**src/rtl/fbuf_pkg.sv**
```systemverilog
package fbuf_pkg;
  typedef enum logic [2:0] {
    ST_ARRAY,
    ST_STATUS,
    ST_SETUP,
    ST_LOAD,
    ST_CONFIRM,
    ST_BUSY
  } fb_state_e;

  typedef enum logic [1:0] {
    RD_ARRAY,
    RD_XSTAT,
    RD_STAT
  } rd_sel_e;

  localparam logic [7:0] CMD_BUF_SETUP = 8'hE8;
  localparam logic [7:0] CMD_CONFIRM   = 8'hD0;
  localparam logic [7:0] CMD_RD_ARRAY  = 8'hFF;
  localparam logic [7:0] CMD_RD_STAT   = 8'h70;
  localparam logic [7:0] CMD_CLR_STAT  = 8'h50;
endpackage

```
**src/rtl/fbuf_ctrl.sv**
```systemverilog
module fbuf_ctrl
  import fbuf_pkg::*;
#(
  parameter int AW          = 7,
  parameter int DW          = 16,
  parameter int BUF_AW      = 5,
  parameter int BLK_AW      = 5,
  parameter int PROG_CYCLES = 20
) (
  input  logic              clk_i,
  input  logic              rst_ni,
  input  logic              wr_en_i,
  input  logic [AW-1:0]     addr_i,
  input  logic [DW-1:0]     wdata_i,
  input  logic              byte_mode_i,
  output fb_state_e         state_o,
  output logic              err_o,
  output logic              buf_we_o,
  output logic [BUF_AW-1:0] buf_idx_o,
  output logic [DW-1:0]     buf_wdata_o,
  output logic              prog_we_o,
  output logic [BUF_AW-1:0] prog_idx_o,
  output logic [AW-1:0]     prog_addr_o
);
  localparam int BLKW = AW - BLK_AW;
  localparam logic [DW-1:0] BYTE_MAX = DW'(2**BUF_AW - 1);
  localparam logic [DW-1:0] WORD_MAX = DW'(2**(BUF_AW-1) - 1);
  localparam int TW = $clog2(2**BUF_AW + PROG_CYCLES + 1);

  fb_state_e         state_q, state_d;
  logic              err_q, err_d;
  logic [BLKW-1:0]   blk_q, blk_d;
  logic [AW-1:0]     start_q, start_d;
  logic [BUF_AW-1:0] cnt_q, cnt_d;
  logic [BUF_AW-1:0] idx_q, idx_d;
  logic [TW-1:0]     t_q, t_d;

  logic [7:0] cmd;
  logic       in_blk;
  logic       cnt_ok;
  logic       prog_done;

  assign cmd       = wdata_i[7:0];
  assign in_blk    = (addr_i[AW-1:BLK_AW] == blk_q);
  assign cnt_ok    = wdata_i <= (byte_mode_i ? BYTE_MAX : WORD_MAX);
  assign prog_done = (t_q == TW'(cnt_q) + TW'(PROG_CYCLES));

  always_comb begin
    state_d = state_q;
    err_d   = err_q;
    blk_d   = blk_q;
    start_d = start_q;
    cnt_d   = cnt_q;
    idx_d   = idx_q;
    t_d     = t_q;
    unique case (state_q)
      ST_ARRAY, ST_STATUS: begin
        if (wr_en_i) begin
          case (cmd)
            CMD_BUF_SETUP: begin
              state_d = ST_SETUP;
              blk_d   = addr_i[AW-1:BLK_AW];
            end
            CMD_RD_ARRAY: state_d = ST_ARRAY;
            CMD_RD_STAT:  state_d = ST_STATUS;
            CMD_CLR_STAT: err_d   = 1'b0;
            default: ;
          endcase
        end
      end
      ST_SETUP: begin
        if (wr_en_i) begin
          if (cnt_ok) begin
            cnt_d   = wdata_i[BUF_AW-1:0];
            idx_d   = '0;
            state_d = ST_LOAD;
          end else begin
            err_d   = 1'b1;
            state_d = ST_STATUS;
          end
        end
      end
      ST_LOAD: begin
        if (wr_en_i) begin
          if (!in_blk) begin
            err_d   = 1'b1;
            state_d = ST_STATUS;
          end else begin
            if (idx_q == '0) start_d = addr_i;
            if (idx_q == cnt_q) state_d = ST_CONFIRM;
            else                idx_d   = idx_q + 1'b1;
          end
        end
      end
      ST_CONFIRM: begin
        if (wr_en_i) begin
          if (cmd == CMD_CONFIRM) begin
            state_d = ST_BUSY;
            t_d     = '0;
          end else begin
            err_d   = 1'b1;
            state_d = ST_STATUS;
          end
        end
      end
      ST_BUSY: begin
        t_d = t_q + 1'b1;
        if (prog_done) state_d = ST_STATUS;
      end
      default: state_d = ST_ARRAY;
    endcase
  end

  always_ff @(posedge clk_i or negedge rst_ni) begin
    if (!rst_ni) begin
      state_q <= ST_ARRAY;
      err_q   <= 1'b0;
      blk_q   <= '0;
      start_q <= '0;
      cnt_q   <= '0;
      idx_q   <= '0;
      t_q     <= '0;
    end else begin
      state_q <= state_d;
      err_q   <= err_d;
      blk_q   <= blk_d;
      start_q <= start_d;
      cnt_q   <= cnt_d;
      idx_q   <= idx_d;
      t_q     <= t_d;
    end
  end

  assign state_o     = state_q;
  assign err_o       = err_q;
  assign buf_we_o    = wr_en_i && (state_q == ST_LOAD) && in_blk;
  assign buf_idx_o   = idx_q;
  assign buf_wdata_o = wdata_i;
  assign prog_we_o   = (state_q == ST_BUSY) && (t_q <= TW'(cnt_q));
  assign prog_idx_o  = t_q[BUF_AW-1:0];
  assign prog_addr_o = start_q + AW'(t_q[BUF_AW-1:0]);


  cnt_reject_chk: assert property (@(posedge clk_i) disable iff (!rst_ni)
    (state_q == ST_SETUP && wr_en_i && !cnt_ok) |=> (err_o && state_o == ST_STATUS));


  blk_abort_chk: assert property (@(posedge clk_i) disable iff (!rst_ni)
    (state_q == ST_LOAD && wr_en_i && !in_blk) |=> (err_o && !prog_we_o && state_o == ST_STATUS));


  bad_confirm_chk: assert property (@(posedge clk_i) disable iff (!rst_ni)
    (state_q == ST_CONFIRM && wr_en_i && cmd != CMD_CONFIRM) |=> (err_o && state_o != ST_BUSY));


  busy_hold_chk: assert property (@(posedge clk_i) disable iff (!rst_ni)
    (state_q == ST_BUSY && !prog_done) |=>
      (state_q == ST_BUSY && $stable(err_q) && $stable(start_q) && $stable(cnt_q)));
endmodule

```
**src/rtl/fbuf_store.sv**
```systemverilog
module fbuf_store #(
  parameter int AW     = 7,
  parameter int DW     = 16,
  parameter int BUF_AW = 5
) (
  input  logic              clk_i,
  input  logic              rst_ni,
  input  logic              buf_we_i,
  input  logic [BUF_AW-1:0] buf_idx_i,
  input  logic [DW-1:0]     buf_wdata_i,
  input  logic              prog_we_i,
  input  logic [BUF_AW-1:0] prog_idx_i,
  input  logic [AW-1:0]     prog_addr_i,
  input  logic [AW-1:0]     rd_addr_i,
  output logic [DW-1:0]     rd_data_o
);
  localparam int BUF_DEPTH = 2**BUF_AW;
  localparam int ARR_WORDS = 2**AW;

  logic [DW-1:0] buf_q [BUF_DEPTH];
  logic [DW-1:0] arr_q [ARR_WORDS];

  always_ff @(posedge clk_i or negedge rst_ni) begin
    if (!rst_ni) begin
      for (int i = 0; i < BUF_DEPTH; i++) buf_q[i] <= '0;
    end else if (buf_we_i) begin
      buf_q[buf_idx_i] <= buf_wdata_i;
    end
  end

  always_ff @(posedge clk_i or negedge rst_ni) begin
    if (!rst_ni) begin
      for (int i = 0; i < ARR_WORDS; i++) arr_q[i] <= '0;
    end else if (prog_we_i) begin
      arr_q[prog_addr_i] <= buf_q[prog_idx_i];
    end
  end

  assign rd_data_o = arr_q[rd_addr_i];
endmodule

```
**src/rtl/fbuf_status.sv**
```systemverilog
module fbuf_status
  import fbuf_pkg::*;
#(
  parameter int DW = 16
) (
  input  logic          clk_i,
  input  logic          rst_ni,
  input  logic          wr_en_i,
  input  logic          oe_ni,
  input  rd_sel_e       sel_i,
  input  logic          busy_i,
  input  logic          err_i,
  input  logic [DW-1:0] arr_data_i,
  output logic [DW-1:0] rdata_o
);
  localparam int PADW = DW - 8;

  logic       oe_prev_q;
  logic       oe_fall;
  logic       refresh_q;
  logic [7:0] live_sr;
  logic [7:0] snap_q;
  logic [7:0] xsr;

  assign oe_fall = oe_prev_q && !oe_ni;
  assign live_sr = {!busy_i, 1'b0, err_i, err_i, 4'b0000};
  assign xsr     = {!busy_i, 7'b0};

  always_ff @(posedge clk_i or negedge rst_ni) begin
    if (!rst_ni) begin
      oe_prev_q <= 1'b1;
      refresh_q <= 1'b0;
      snap_q    <= 8'h80;
    end else begin
      oe_prev_q <= oe_ni;
      refresh_q <= wr_en_i || oe_fall;
      if (refresh_q) snap_q <= live_sr;
    end
  end

  always_comb begin
    unique case (sel_i)
      RD_ARRAY: rdata_o = arr_data_i;
      RD_XSTAT: rdata_o = {{PADW{1'b0}}, xsr};
      default:  rdata_o = {{PADW{1'b0}}, snap_q};
    endcase
  end


  xsr_ready_chk: assert property (@(posedge clk_i) disable iff (!rst_ni)
    (sel_i == RD_XSTAT) |-> rdata_o[7]);
endmodule

```
**src/rtl/fbuf_cmd_top.sv**
```systemverilog
module fbuf_cmd_top
  import fbuf_pkg::*;
#(
  parameter int AW          = 7,
  parameter int DW          = 16,
  parameter int BUF_AW      = 5,
  parameter int BLK_AW      = 5,
  parameter int PROG_CYCLES = 20
) (
  input  logic          clk_i,
  input  logic          rst_ni,
  input  logic          wr_en_i,
  input  logic [AW-1:0] addr_i,
  input  logic [DW-1:0] wdata_i,
  input  logic          oe_ni,
  input  logic          byte_mode_i,
  output logic [DW-1:0] rdata_o
);
  fb_state_e         state;
  rd_sel_e           sel;
  logic              err;
  logic              buf_we;
  logic [BUF_AW-1:0] buf_idx;
  logic [DW-1:0]     buf_wdata;
  logic              prog_we;
  logic [BUF_AW-1:0] prog_idx;
  logic [AW-1:0]     prog_addr;
  logic [DW-1:0]     arr_data;

  fbuf_ctrl #(
    .AW(AW), .DW(DW), .BUF_AW(BUF_AW), .BLK_AW(BLK_AW), .PROG_CYCLES(PROG_CYCLES)
  ) u_ctrl (
    .clk_i       (clk_i),
    .rst_ni      (rst_ni),
    .wr_en_i     (wr_en_i),
    .addr_i      (addr_i),
    .wdata_i     (wdata_i),
    .byte_mode_i (byte_mode_i),
    .state_o     (state),
    .err_o       (err),
    .buf_we_o    (buf_we),
    .buf_idx_o   (buf_idx),
    .buf_wdata_o (buf_wdata),
    .prog_we_o   (prog_we),
    .prog_idx_o  (prog_idx),
    .prog_addr_o (prog_addr)
  );

  fbuf_store #(.AW(AW), .DW(DW), .BUF_AW(BUF_AW)) u_store (
    .clk_i       (clk_i),
    .rst_ni      (rst_ni),
    .buf_we_i    (buf_we),
    .buf_idx_i   (buf_idx),
    .buf_wdata_i (buf_wdata),
    .prog_we_i   (prog_we),
    .prog_idx_i  (prog_idx),
    .prog_addr_i (prog_addr),
    .rd_addr_i   (addr_i),
    .rd_data_o   (arr_data)
  );

  always_comb begin
    unique case (state)
      ST_ARRAY: sel = RD_ARRAY;
      ST_SETUP: sel = RD_XSTAT;
      default:  sel = RD_STAT;
    endcase
  end

  fbuf_status #(.DW(DW)) u_status (
    .clk_i      (clk_i),
    .rst_ni     (rst_ni),
    .wr_en_i    (wr_en_i),
    .oe_ni      (oe_ni),
    .sel_i      (sel),
    .busy_i     (state == ST_BUSY),
    .err_i      (err),
    .arr_data_i (arr_data),
    .rdata_o    (rdata_o)
  );
endmodule

```
**config.mk**
```make
export PLATFORM = sky130hd
export DESIGN_NAME = fbuf_cmd_top
export DESIGN_NICKNAME = d
export VERILOG_FILES = /design/src/rtl/fbuf_pkg.sv /design/src/rtl/fbuf_ctrl.sv /design/src/rtl/fbuf_store.sv /design/src/rtl/fbuf_status.sv /design/src/rtl/fbuf_cmd_top.sv
export SDC_FILE = /design/constraint.sdc
export NUM_CORES = 2
export LEC_CHECK = 0
export ABC_AREA = 1
export BUFFER_PORTS_ARGS = -buffer_cell sky130_fd_sc_hd__buf_2
export CORE_UTILIZATION = 45
export DETAILED_ROUTE_END_ITERATION = 8
export PLACE_DENSITY = 0.56
export REMOVE_ABC_BUFFERS = 1
export SLEW_MARGIN = 15
export SYNTH_ARGS = -nofsm -noshare
export SYNTH_HDL_FRONTEND = slang
export SYNTH_HIERARCHICAL = 1
export SYNTH_SLANG_ARGS = --single-unit
```
**constraint.sdc**
```tcl
create_clock -name clk_i -period 3.6 [get_ports clk_i]
set_input_delay 0.36 -clock clk_i [delete_from_list [all_inputs] [get_ports clk_i]]
set_output_delay 0.36 -clock clk_i [all_outputs]
set_load 0.03 [all_outputs]
```
---- Word-level counts from Yosys, hierarchy flattened ----
Index checks and enable logic that the tools add are counted.
storage, ports and cells
  bits in registers ....................... 2594
  output and inout bits ................... 16
operators by class
  add/sub/neg operators ................... 4
  $lt $le $gt $ge ......................... 8
  eq/ne operators ......................... 29
  muxes and demuxes ....................... 44
  bitwise gates (word level) .............. 4
  reductions and logical operators ........ 23
operator list
  cell                                                              number
  2048-bit bitwise mux                                              1
  512-bit bitwise mux                                               1
  16-bit binary-select mux with 7-bit select                        1
  16-bit demux with 7-bit select                                    1
  16-bit 2-to-1 mux                                                 6
  16-bit binary-select mux with 5-bit select                        1
  16-bit demux with 5-bit select                                    1
  16-bit case mux with 2 select lines                               1
  5-bit 2-to-1 mux                                                  6
  8-bit == test (second input constant)                             3
  3-bit 2-to-1 mux                                                  8
  2-bit != test (second input constant)                             10
  8-bit by 7-bit == test with 1-bit output (second input constant)  2
  8-bit greater-or-equal comparator (second input constant)         2
  16-bit <= comparator                                              1
  7-bit inverter with 8-bit output                                  2
  3-bit case mux with 5 select lines                                1
  6-bit greater-or-equal comparator (second input constant)         2
  6-bit 2-to-1 mux                                                  2
  5-bit inverter with 6-bit output                                  2
  6-bit case mux with 2 select lines                                1
  5-bit case mux with 2 select lines                                1
  3-bit case mux with 3 select lines                                1
  3-bit AND reduction                                               3
  other kinds (34)                                                  52

---- Logic depth before layout (Yosys ltp) ----
  depth in word-level cells ............... 7
  gate-level depth with buffers ........... 17

---- Hierarchy ----
Netlist, hierarchy kept.
modules (own cells, without submodules)
  module        instances  cells each  area each (µm²)
  fbuf_store    1          14393       115590.9
  fbuf_ctrl     1          340         2401.1
  fbuf_status   1          53          349.1
  fbuf_cmd_top  1          6           25.0

---- Least setup slack after synthesis ----
Ideal clock, no wire load.
  path kind ............................... register to register
  start ................................... register u_ctrl.t_q[0]
  end ..................................... register u_store/arr_q[373] (netlist bit)
  library setup time ...................... 78 ps
  arrival ................................. 2970 ps
  data required time ...................... 3522 ps
  setup slack ............................. 552 ps
  stages on the path, launching flop included .. 16
  period minus slack after synthesis ...... 3048 ps
  cell sequence ........................... dfrtp_1 > ha_1 > inv_1 > fa_1 > o21ai_0 > nand2_1 > nand2_1 > nand2_1 > xnor2_1 > nand2_1 > nor2_1 > inv_1 > nor2_1 > clkbuf_1 > nor2_1 > a21oi_1
between the ends
  word-level cells in the longest chain between the ends .. 7
  elaborated cells on any way between the ends .. 14
  classes of those cells .................. 1 x add/sub; 3 x order compare; 6 x mux; 2 x bitwise; 2 x reduce/logical
ends and longest elaborated chain
  item                                                                                                                              RTL line            text
  start, declared                                                                                                                   fbuf_ctrl.sv:36     logic [TW-1:0] t_q, t_d;
  start signal, assigned                                                                                                            fbuf_ctrl.sv:130    t_q <= t_d;
  7-bit by 5-bit adder with 7-bit output *                                                                                          fbuf_ctrl.sv:141    assign prog_addr_o = start_q + AW'(t_q[BUF_AW-1:0]);
  net prog_addr[6]                                                                                                                  fbuf_cmd_top.sv:27  logic [AW-1:0] prog_addr;
  7-bit inverter with 8-bit output (not written as such) *                                                                          fbuf_store.sv:35    arr_q[prog_addr_i] <= buf_q[prog_idx_i];
  8-bit greater-or-equal comparator (not written as such) or 8-bit by 1-bit less-than comparator with 1-bit output (tied branches)  fbuf_store.sv:35
  1-bit logical AND (not written as such)                                                                                           fbuf_store.sv:35
  16-bit 2-to-1 mux (not written as such)                                                                                           fbuf_store.sv:35
  16-bit demux with 7-bit select *                                                                                                  fbuf_store.sv:35
  2048-bit bitwise mux *                                                                                                            fbuf_store.sv:35
  end signal, assigned by index                                                                                                     fbuf_store.sv:35
  end, declared                                                                                                                     fbuf_store.sv:21    logic [DW-1:0] arr_q [ARR_WORDS];
The timed path passes the listed nets; every way through them passes the cells marked *. The select of a mux whose other input is x is not followed.
A chain may end at the register's enable or synchronous reset.

---- Final worst setup path ----
  start ................................... input port addr_i[1]
  end ..................................... output port rdata_o[15]
between the ends
  word-level cells in the longest chain between the ends .. 5
ends and longest elaborated chain
  item                                                    RTL line            text
  start, declared                                         fbuf_cmd_top.sv:13  input logic [AW-1:0] addr_i,
  7-bit inverter with 8-bit output (not written as such)  fbuf_store.sv:39    assign rd_data_o = arr_q[rd_addr_i];
  16-bit binary-select mux with 7-bit select              fbuf_store.sv:39
  16-bit 2-to-1 mux (not written as such) (2 in series)   fbuf_store.sv:39
  net arr_data[15]                                        fbuf_cmd_top.sv:28  logic [DW-1:0] arr_data;
  16-bit case mux with 2 select lines                     fbuf_status.sv:42   unique case (sel_i)
  end, declared                                           fbuf_cmd_top.sv:17  output logic [DW-1:0] rdata_o
The timed path passes the listed nets, and every way through them passes these cells. The select of a mux whose other input is x is not followed.

==> impl_metrics.csv <==
group,metric,value,unit
status,status,"complete, no violations",
detailed_routing,ant_nets,0,
synthesis,synth-seq-area-share,0.548,
timing,rsz0062_at_grt,"yes",
timing,slew_headroom,0.148,
global_route,antenna_found_initial,7,
synthesis,synth_flop_cell,"dfrtp_1",
run,cap_violations,0,
floorplan,initial_core_util,0.454,
detailed_routing,vias,103000,
floorplan,io_pins,44,
detailed_routing,first_pass_iters,6,
floorplan,rows,187,
worst_hold_path,worstHoldStart,"wdata_i[15]",
setup_path,crit_buf_inv,5,
clocking,clockBufferDepth,4,
synthesis,synthMuxAreaShare,0,
clocking,insertion_delay,0.91,ns
final_layout,nets,14500,
timing,finalCritPeriodShare,0.993,
synthesis,ys_warn_count,6,
setup_path,crit_arrival,3.22,ns
setup_path,start_kind,"input pin",
floorplan,die_w,515,µm
setup_path,path_max_fanout,31,
setup_path,critPathTopFamily,"simple AND/OR/NAND/NOR gates",
power,power_density,656,nW/µm²
global_route,grt_overflow,0,
setup_path,worstRegToRegCells,13,
timing,hold_violations,0,
detailed_routing,vias_per_cell,5.67,
timing,worstMarginPinSlew,1.28,ns
setup_path,crit_chain,"buf_8 > buf_12 > buf_4 > nand3_1 > nand3_1 > nand3_1 > nand3_1 > nand3_1 > nand3_1 > nand2_1 > inv_1 > nor2_2 > buf_2",
detailed_routing,drt-initial-drc-count,10900,
synthesis,avgSynthCellArea,8.00,µm²
synthesis,synth_edf_count,0,
power,power.static_leakage,60.0,nW
clocking,clkTransAtPathRegs,0.06,ns
power,vdd_drop_max,0.000637,V
synthesis,synth-xor-area-share,0.000962,
global_route,grt_usage,0.303,
worst_hold_path,hp-class,"input pin to flop",
detailed_routing,drt-total-wl,402,mm
setup_path,regToRegSetupSlack,0.10,ns
setup_path,required,3.24,ns
clocking,cts_sinks,2593,
setup_path,rr_startpoint,"u_ctrl/t_q[1]",
global_route,grt_max_degree,182,
floorplan,core-area,261000,µm²
placement,io_buffers,43,
timing,slew_viol_final,0,
clocking,tritoncts,"yes",
worst_hold_path,min_path_cells,4,
synthesis,synth_simple_gate_area_share,0.285,
global_route,grt_pass1_vias,98000,
floorplan,die_y,515,µm
global_route,grt_pass1_wl,619,mm
setup_path,crit_slowest_cell,"buf_4",
final_layout,final_util,0.520,
synthesis,syn_area,118000,µm²
final_layout,area_growth,14.5,%
clocking,cts_setup_buffers,0,
setup_path,worst_setup_path_end_kind,"output port",
timing,min_period,3.58,ns
worst_hold_path,holdPathEnd,"u_store/buf_q[143]",
floorplan,die-area,265000,µm²
timing,fin_skew,0.0560,ns
setup_path,critPathKind,"input pin to output port",
synthesis,synth_top_family_by_area,"simple AND/OR/NAND/NOR gates",
setup_path,critPathMostFrequentCell,"nand3_1",
setup_path,worstReg2RegEnd,"u_store/arr_q[416]",
synthesis,synth_fa_ha_area_frac,0.00175,
synthesis,synth_compound_area_frac,0.111,
timing,whs,0.0582,ns
detailed_routing,drc,0,
synthesis,syn_inst,14800,
detailed_routing,wl_per_cell,22.1,µm
timing,fmax,280,MHz
timing,finalSetupViolCount,0,
final_layout,drive_gt1_frac,0.0850,
synthesis,async_flop_share,1.00,
clocking,htree_num_levels,5,
setup_path,crit_path_max_incr_delay,0.46,ns
synthesis,ys_seq_elements,2593,
clocking,cts_buffers,292,
placement,finalWeightedCongestion,0.865,
synthesis,synth_cell_types,43,
clocking,root_buffer,"clkbuf_16",
placement,hpwlAfterDp,249,mm
## Yosys cell counts (13+ instances only)
cell | n | share of area
nand2_1 | 5161 | 0.16
nand4_1 | 13 | 0.00069
inv_2 | 22 | 0.00070
buf_2 | 337 | 0.014
clkbuf_1 | 839 | 0.027
o21ai_0 | 1734 | 0.073
nor2_2 | 14 | 0.00074
a21oi_1 | 361 | 0.015
nor2_1 | 394 | 0.012
buf_4 | 68 | 0.0043
buf_1 | 92 | 0.0029
nor3_1 | 19 | 0.00080
nand3_1 | 2446 | 0.10
o21ai_1 | 519 | 0.022
ha_1 | 15 | 0.0016
dfrtp_1 | 2591 | 0.55
inv_1 | 100 | 0.0032
## metrics by stage
stage	TNS, ns	setup slack [ns]	cells	total power [mW]	area (µm²)
global placement	-0.127	-0.0560	17600	59.1	126000
CTS	0	0.0351	18200	89.1	135000
finish	0	0.0250	18200	88.9	136000
floorplan	-	-9.81	13500	38.5	113000
global route	-0.0336	-0.0336	18200	91.8	136000
detailed placement	-0.101	-0.0398	17600	59.2	126000
## cell families after synthesis
logic type,after synthesis
xor+xnor,13
simple gates,8082
flops,2593
fa+ha+maj,16
buf+inv,1462
compound gates,2626
## placed cells by master, fill, tap and decap left out, types with 12 or more instances in the layout
cell and count:
a21oi_1 361, buf_12 269, buf_2 37, buf_4 379, clkbuf_1 78, clkbuf_16 295, clkbuf_8 69, clkinv_2 31
dfrtp_1 2587, dlygate4sd3_1 17, ha_1 15, inv_1 97, inv_2 18, inv_6 12, nand2_1 5161, nand3_1 2441
nand4_1 13, nor2_1 383, nor2_2 25, nor3_1 16, o21ai_0 1732, o21ai_1 505, o21ai_4 16
## repair_timing
item / CTS / global route
endpoints found under the hold margin: 672 / 0
gates resized for setup: 2 / 21
hold buffers: 17 / 0
setup endpoints to repair: 5 / 1030
## layer usage
layer / track usage / vias to the layer above / wire length (µm)
met3: 0.0404 / 709 / 29100
met4: 0.119 / 2 / 16600
met5: 0 / - / 13
li1: - / 48000 / -
met1: 0.438 / 50400 / 179000
met2: 0.461 / 3964 / 178000
## how the worst max path moves through the flow
stage,start,to,depth (start not counted)
finish,addr_i[1],rdata_o[15],13
detailed placement,addr_i[0],rdata_o[7],18
floorplan,u_ctrl/t_q[0],u_store/arr_q[13],9
CTS,u_ctrl/t_q[0],u_store/arr_q[1354],16
global placement,addr_i[0],rdata_o[7],18
global route,u_store/arr_q[919],rdata_o[7],14
## flip-flops by register name (all words and copies together), names as in the netlist, 2 cells and up
name / cells
u_ctrl/cnt_q: 5
u_ctrl/buf_idx_o: 5
u_ctrl/state_o: 3
u_status/snap_q: 2
u_ctrl/t_q: 6
u_ctrl/blk_q: 2
u_ctrl/start_q: 7
u_store/buf_q: 512
u_store/arr_q: 2048
## area by class of cell
type | instances | area, µm²
clock buffers | 442 | 8620
flip-flops and latches | 2593 | 64900
well taps | 3496 | 4370
multi-input cells | 10700 | 47600
repair buffers | 711 | 8720
clock inverters | 73 | 857
diodes | 6 | 15.0
inverters | 123 | 507
fillers | 24500 | 125000
## report_power, final
group | leakage, nW | internal, mW | switching, mW
Clock | 4.65 | 17.4 | 12.4
Combinational | 19.2 | 7.75 | 21.8
Sequential | 36.2 | 29.4 | 0.195
Total | 60.0 | 54.5 | 34.4
## worst register-to-register path: stages, from the launching register on
cell and delay [ns]:
dfrtp_4 0.51, buf_4 0.23, ha_1 0.37, a21oi_1 0.17
o21bai_1 0.09, nand3_1 0.08, a21oi_1 0.08, nor3_2 0.17
buf_4 0.25, nand2_1 0.15, inv_2 0.42, nand2_1 0.44
buf_12 0.30, o21ai_0 0.18
(Power assumes the default switching activity.)
